<file path="src/rtl/regc_pkg.sv">
package regc_pkg;
  localparam int DW_W     = 32;
  localparam int REG_W    = 128;
  localparam int LANES    = REG_W / DW_W;
  localparam int IDX_ADDR = 0;
  localparam int IDX_SIZE = 1;
  localparam int IDX_MIRR = 48;
  localparam int IDX_EN   = 64;

  // Lanes touched by an access of n words starting at lane l0, wrapping.
  function automatic logic [3:0] lane_mask(input logic [1:0] l0, input logic [2:0] n);
    logic [3:0] m;
    m = '0;
    for (int k = 0; k < LANES; k++) begin
      if (3'(k) < n) m[2'(l0 + 2'(k))] = 1'b1;
    end
    return m;
  endfunction

  function automatic logic [127:0] expand_mask(input logic [3:0] m);
    logic [127:0] e;
    for (int k = 0; k < LANES; k++) e[k*DW_W +: DW_W] = {DW_W{m[k]}};
    return e;
  endfunction

  // Rotate by s words toward higher lanes.
  function automatic logic [127:0] rot_up(input logic [127:0] v, input logic [1:0] s);
    return (v << {s, 5'd0}) | (v >> (8'd128 - {1'b0, s, 5'd0}));
  endfunction

  // Rotate by s words toward lower lanes.
  function automatic logic [127:0] rot_down(input logic [127:0] v, input logic [1:0] s);
    return (v >> {s, 5'd0}) | (v << (8'd128 - {1'b0, s, 5'd0}));
  endfunction

  // Keep words 0..n-1 only.
  function automatic logic [127:0] keep_low(input logic [127:0] v, input logic [2:0] n);
    return v & expand_mask(lane_mask(2'd0, n));
  endfunction
endpackage

</file>
<file path="src/rtl/regc_decode.sv">
module regc_decode #(
  parameter int ADDR_W   = 12,
  parameter int NUM_MIRR = 3,
  localparam int IDX_W   = ADDR_W - 4,
  localparam int SEL_W   = (NUM_MIRR > 1) ? $clog2(NUM_MIRR) : 1
) (
  input  logic [ADDR_W-1:0] addr,
  output logic [1:0]        lane0,
  output logic              hit_addr,
  output logic              hit_size,
  output logic              hit_en,
  output logic              hit_mirr,
  output logic [SEL_W-1:0]  mirr_sel
);
  import regc_pkg::*;
  logic [IDX_W-1:0] idx;
  logic [IDX_W-1:0] rel;

  // Bits 1:0 are dropped: dword alignment.
  assign lane0    = addr[3:2];
  assign idx      = addr[ADDR_W-1:4];
  assign rel      = idx - IDX_W'(IDX_MIRR);
  assign hit_addr = (idx == IDX_W'(IDX_ADDR));
  assign hit_size = (idx == IDX_W'(IDX_SIZE));
  assign hit_en   = (idx == IDX_W'(IDX_EN));
  assign hit_mirr = (idx >= IDX_W'(IDX_MIRR)) && (rel < IDX_W'(NUM_MIRR));
  assign mirr_sel = rel[SEL_W-1:0];

  always_comb begin
    AST_ONE_HIT: assert ($onehot0({hit_addr, hit_size, hit_en, hit_mirr}));
  end
endmodule

</file>
<file path="src/rtl/regc_store.sv">
module regc_store (
  input  logic         clk,
  input  logic         rst_n,
  input  logic         wr_stb,
  input  logic         hit_addr,
  input  logic         hit_size,
  input  logic         hit_en,
  input  logic [1:0]   lane0,
  input  logic [2:0]   dwords,
  input  logic [127:0] wdata,
  input  logic         en_clr,
  output logic [127:0] r_addr,
  output logic [127:0] r_size,
  output logic [127:0] r_en
);
  import regc_pkg::*;
  logic [127:0] wmask;
  logic [127:0] wplaced;
  logic         wr_addr, wr_size, wr_en, wr_none;

  assign wmask   = expand_mask(lane_mask(lane0, dwords));
  assign wplaced = rot_up(wdata, lane0);
  assign wr_addr = wr_stb && hit_addr;
  assign wr_size = wr_stb && hit_size;
  assign wr_en   = wr_stb && hit_en;
  assign wr_none = wr_stb && !hit_addr && !hit_size && !hit_en;

  always_ff @(posedge clk) begin
    if (!rst_n) begin
      r_addr <= '0;
      r_size <= '0;
      r_en   <= '0;
    end else begin
      if (wr_addr) r_addr <= (r_addr & ~wmask) | (wplaced & wmask);
      if (wr_size) r_size <= (r_size & ~wmask) | (wplaced & wmask);
      if (wr_en)   r_en   <= (r_en & ~wmask) | (wplaced & wmask);
      else if (en_clr) r_en[0] <= 1'b0;
    end
  end

  AST_IGNORED_WRITE: assert property (@(posedge clk) disable iff (!rst_n)
    (wr_none && !en_clr) |=> ($stable(r_addr) && $stable(r_size) && $stable(r_en)));
  AST_CLEAR_ENABLE: assert property (@(posedge clk) disable iff (!rst_n)
    (en_clr && !wr_en) |=> !r_en[0]);
  AST_WRITE_SCOPE: assert property (@(posedge clk) disable iff (!rst_n)
    wr_addr |=> ((r_addr & ~$past(wmask)) == ($past(r_addr) & ~$past(wmask))));
endmodule

</file>
<file path="src/rtl/regc_readback.sv">
module regc_readback #(
  parameter int NUM_MIRR = 3,
  localparam int SEL_W   = (NUM_MIRR > 1) ? $clog2(NUM_MIRR) : 1
) (
  input  logic                    clk,
  input  logic                    rst_n,
  input  logic                    rd_stb,
  input  logic [7:0]              tag,
  input  logic [2:0]              dwords,
  input  logic [1:0]              lane0,
  input  logic                    hit_addr,
  input  logic                    hit_size,
  input  logic                    hit_en,
  input  logic                    hit_mirr,
  input  logic [SEL_W-1:0]        mirr_sel,
  input  logic [127:0]            r_addr,
  input  logic [127:0]            r_size,
  input  logic [127:0]            r_en,
  input  logic [NUM_MIRR*128-1:0] mirror,
  output logic                    cpl_valid,
  output logic [7:0]              cpl_tag,
  output logic [2:0]              cpl_dwords,
  output logic [127:0]            cpl_data
);
  import regc_pkg::*;
  logic [127:0] picked;
  logic [127:0] mirr_word;

  always_comb begin
    mirr_word = '0;
    for (int j = 0; j < NUM_MIRR; j++) begin
      if (mirr_sel == SEL_W'(j)) mirr_word = mirror[j*128 +: 128];
    end
    if (hit_addr)      picked = r_addr;
    else if (hit_size) picked = r_size;
    else if (hit_en)   picked = r_en;
    else if (hit_mirr) picked = mirr_word;
    else               picked = '0;
  end

  always_ff @(posedge clk) begin
    if (!rst_n) begin
      cpl_valid  <= 1'b0;
      cpl_tag    <= '0;
      cpl_dwords <= '0;
      cpl_data   <= '0;
    end else begin
      cpl_valid <= rd_stb;
      if (rd_stb) begin
        cpl_tag    <= tag;
        cpl_dwords <= dwords;
        cpl_data   <= keep_low(rot_down(picked, lane0), dwords);
      end
    end
  end

  AST_SINGLE_WORD_UPPER: assert property (@(posedge clk) disable iff (!rst_n)
    (cpl_valid && cpl_dwords == 3'd1) |-> (cpl_data[127:32] == '0));
endmodule

</file>
<file path="src/rtl/regbank_completer.sv">
module regbank_completer #(
  parameter int ADDR_W   = 12,
  parameter int TAG_W    = 8,
  parameter int NUM_MIRR = 3,
  localparam int SEL_W   = (NUM_MIRR > 1) ? $clog2(NUM_MIRR) : 1
) (
  input  logic                    clk,
  input  logic                    rst_n,
  input  logic                    req_valid,
  input  logic                    req_write,
  input  logic [ADDR_W-1:0]       req_addr,
  input  logic [2:0]              req_dwords,
  input  logic [TAG_W-1:0]        req_tag,
  input  logic [127:0]            req_wdata,
  input  logic [NUM_MIRR*128-1:0] mirror_in,
  input  logic                    enable_clr,
  output logic                    cpl_valid,
  output logic [TAG_W-1:0]        cpl_tag,
  output logic [2:0]              cpl_dwords,
  output logic [127:0]            cpl_data,
  output logic [127:0]            desc_addr,
  output logic [127:0]            desc_size,
  output logic [127:0]            desc_enable
);
  logic [1:0]       lane0;
  logic             hit_addr, hit_size, hit_en, hit_mirr;
  logic [SEL_W-1:0] mirr_sel;
  logic             wr_stb, rd_stb;
  logic [7:0]       tag8;
  logic [7:0]       cpl_tag8;

  assign wr_stb = req_valid && req_write;
  assign rd_stb = req_valid && !req_write;
  assign tag8   = 8'(req_tag);
  assign cpl_tag = TAG_W'(cpl_tag8);

  regc_decode #(.ADDR_W(ADDR_W), .NUM_MIRR(NUM_MIRR)) u_dec (
    .addr(req_addr), .lane0(lane0), .hit_addr(hit_addr), .hit_size(hit_size),
    .hit_en(hit_en), .hit_mirr(hit_mirr), .mirr_sel(mirr_sel)
  );

  regc_store u_store (
    .clk(clk), .rst_n(rst_n), .wr_stb(wr_stb), .hit_addr(hit_addr),
    .hit_size(hit_size), .hit_en(hit_en), .lane0(lane0), .dwords(req_dwords),
    .wdata(req_wdata), .en_clr(enable_clr),
    .r_addr(desc_addr), .r_size(desc_size), .r_en(desc_enable)
  );

  regc_readback #(.NUM_MIRR(NUM_MIRR)) u_rb (
    .clk(clk), .rst_n(rst_n), .rd_stb(rd_stb), .tag(tag8), .dwords(req_dwords),
    .lane0(lane0), .hit_addr(hit_addr), .hit_size(hit_size), .hit_en(hit_en),
    .hit_mirr(hit_mirr), .mirr_sel(mirr_sel), .r_addr(desc_addr),
    .r_size(desc_size), .r_en(desc_enable), .mirror(mirror_in),
    .cpl_valid(cpl_valid), .cpl_tag(cpl_tag8), .cpl_dwords(cpl_dwords),
    .cpl_data(cpl_data)
  );

  AST_CPL_NEXT: assert property (@(posedge clk) disable iff (!rst_n)
    rd_stb |=> (cpl_valid && cpl_tag == $past(req_tag) && cpl_dwords == $past(req_dwords)));
  AST_NO_CPL_ON_WRITE: assert property (@(posedge clk) disable iff (!rst_n)
    !rd_stb |=> !cpl_valid);
  AST_MIRROR_RO: assert property (@(posedge clk) disable iff (!rst_n)
    (wr_stb && hit_mirr && !enable_clr) |=> ($stable(desc_addr) && $stable(desc_size) && $stable(desc_enable)));
endmodule

</file>
<file path="config.mk">
export PLATFORM = sky130hd
export DESIGN_NAME = regbank_completer
export DESIGN_NICKNAME = d
export VERILOG_FILES = /design/src/rtl/regc_pkg.sv /design/src/rtl/regc_decode.sv /design/src/rtl/regc_store.sv /design/src/rtl/regc_readback.sv /design/src/rtl/regbank_completer.sv
export SDC_FILE = /design/constraint.sdc
export NUM_CORES = 2
export LEC_CHECK = 0
export BUFFER_PORTS_ARGS = -buffer_cell sky130_fd_sc_hd__buf_2
export CAP_MARGIN = 10
export CORE_AREA = 2 2 411 413
export CTS_BUF_LIST = sky130_fd_sc_hd__clkbuf_8
export DETAILED_ROUTE_END_ITERATION = 8
export DIE_AREA = 0 0 413 415
export GPL_TIMING_DRIVEN = 0
export PLACE_DENSITY = 0.38
export RECOVER_POWER = 100
export SYNTH_ARGS = -nofsm -noshare
export SYNTH_HDL_FRONTEND = slang
export SYNTH_SLANG_ARGS = --single-unit
</file>
<file path="constraint.sdc">
create_clock -name clk -period 9.05 [get_ports clk]
set_input_delay 1.81 -clock clk [delete_from_list [all_inputs] [get_ports clk]]
set_output_delay 1.81 -clock clk [all_outputs]
set_load 0.02 [all_outputs]
</file>
==> run summary <==
Crit Path Class: in -> reg
Final setup viols: 0
initial antenna violation count: 149
synthesized area: 31800 um^2
overall routing resource usage: 0.360
cell accounting for the most synthesized area: dfxtp_1
first-pass GRT wire length: 406000 um
Routed Wire Length: 323000 um
max-cap violation count: 0
CP Data Arrival Time: 8020 ps
Tmin final: 7260 ps
post-cts sizing count: 0
share of post-route cells with drive strength above 1: 0.183
post-synthesis mux area share: 0.0874
most frequent cells after synthesis: nand2_1, dfxtp_1, nor2_1, clkbuf_1, a221oi_1
worst skew pair latency: 900 ps
r2r setup slk: 6180 ps
Hold Fails Final Rpt: 0
Post-CTS Setup Inserts: 0
Worst-path clk slew: 60 ps
compound-gate portion of the synthesized area: 0.318
Die ar.: 171000 um^2
hold_sp: u_rb.cpl_data[122]$_SDFFE_PN0P_
relative slew slack: -0.125
vias per inst: 5.53
largest family of logic cells by synthesized area: compound AO/OA/AOI/OAI gates
layout net count: 5733
syn avg cell area: 8.03 um^2
drt wl/cell: 42.6 um
ranking of synthesized cells by area: dfxtp_1, nand2_1, mux2i_1, a221oi_1, nand3b_1
count leader, synth: nand2_1
# DRC: 0
Initial Util: 0.191
YS warnings: 0
pwr dens: 151 nW/um^2
placed insts: 7280
row cnt: 150
Synth Instances: 3961
CP required: 9810 ps
Worst setup EP type: flip-flop
failing checks: max-slew violations
Startpoint Class: input port
CTS tree: done
Leak Pwr: 15.9 nW
drt initial violations: 4989
worst reg2reg path depth: 6
crit path max fanout: 11
worst hold path depth: 2
largest net degree at the start of global routing: 15
Adder-Cell Fraction of Synth Area: 0.00157
die span in x: 413 um
Most used DFF post-synth: dfxtp_1
die span in y: 415 um
Max Root-Sink Buffers: 3
IO Count: 1064
maximum VDD drop: 99.7 uV
clk sinks: 524
antenna viol nets, final: 0
Yosys reg bits: 524
Layout area overhead: 34.0%
skew final: 49.4 ps
GP Congestion: 1.02
DP HPWL: 271000 um
EDFF count, synth: 0
Slew Limit Fails: 48
placeable core region: 167000 um^2
vias in the first global route: 38900
clk root buf: clkbuf_8
Hold EP: u_rb.cpl_data[122]$_SDFFE_PN0P_
simple-gate share of the synthesized area: 0.204
Achievable Freq: 138 MHz
async set or reset register ratio after synthesis: 0
min-delay worst type: reg -> reg
R2R Path End: u_rb.cpl_data[6]$_SDFFE_PN0P_
Post-Layout Cell Count: 7581
worst-margin pin slew: 1690 ps
number of CTS-inserted buffers: 108
post-route clock period utilization: 0.802
sequential share of the synthesized area: 0.330
via count: 41900
TNS Setup: 0 ps
synth unique cells: 56
RSZ-0062 raised after global routing: false
total congestion overflow: 0
status: complete, but fails checks
xor/xnor share of the synthesized area: 0
port bufs: 1058
Detailed Routing Iterations Pass 1: 6
Post-CTS Hold Buffers: 0
syn nets: 4505
area fraction of the dominant cell type after synthesis: 0.330
crit path launch: req_addr[2]
H-tree depth: 3
[final cells by class]
class	count	area, um^2
clock buffer	149	2050
buffer	425	1860
fill	19000	124000
inverter	6	22.5
timing repair buffer	1118	5230
clock inverter	55	350
sequential	524	10500
tap	2204	2760
antenna	94	235
multi-input combinational	3006	19600
[metrics by stage]
step	total power [W]	hold WS (ps)	util	setup slack (ps)	cell area, um^2
3_3_place_gp	0.00356	432	0.239	1160	39900
5_1_grt	0.00655	480	0.255	1840	42500
3_5_place_dp	0.00357	443	0.244	1210	40700
4_1_cts	0.00641	450	0.258	2140	43100
2_1_floorplan	0.00284	517	-	4070	31800
6_report	0.00643	451	0.256	1790	42600
[report_power, final]
| group | internal [W] | switching, W |
|---|---|---|
| logic | 0.000307 | 0.000933 |
| clock network | 0.00157 | 0.00130 |
| registers | 0.00231 | 0.00000556 |
[worst max path at each step]
stage | to | slack (ps) | cells after the start
CTS | flip-flop | 2140 | 16
finish | flip-flop | 1790 | 16
global placement | flip-flop | 1160 | 15
floorplan | flip-flop | 4070 | 15
global route | flip-flop | 1840 | 16
detailed placement | flip-flop | 1210 | 16
[cell usage in the layout (no fill, tap or decap), types with 117 or more instances in the layout]
| cell | n |
|---|---|
| nand3b_1 | 221 |
| dfxtp_1 | 524 |
| o21ai_0 | 147 |
| a21oi_1 | 117 |
| a211oi_1 | 126 |
| buf_2 | 618 |
| clkbuf_1 | 807 |
| nand2_1 | 750 |
| clkbuf_8 | 149 |
| a221oi_1 | 212 |
| a21boi_0 | 220 |
| nor2_1 | 292 |
| mux2i_1 | 236 |
[critical path, cell delays in order]
cell and delay [ps]:
clkbuf_1 110, clkbuf_1 270, inv_1 190, clkbuf_1 410, clkbuf_1 520, clkbuf_1 770, ha_1 280, clkbuf_1 580
or2_2 220, clkbuf_1 140, clkbuf_1 640, clkbuf_1 630, o22ai_1 190, a21oi_1 890, nand2_1 150, o211a_1 180
[kinds of logic after synthesis]
kind of cell,count (synthesis)
buf+inv,431
compound gates,1342
simple gates,1387
flops,524
mux,273
fa+ha+maj,4
[routing by layer]
layer | vias to the layer above | share of wire | global-route usage
met5 | - | 0.00025 | 0
met1 | 21000 | 0.39 | 0.439
met2 | 2857 | 0.44 | 0.552
li1 | 17400 | - | -
met3 | 747 | 0.090 | 0.0914
met4 | 12 | 0.079 | 0.246
(Power assumes the default switching activity.)
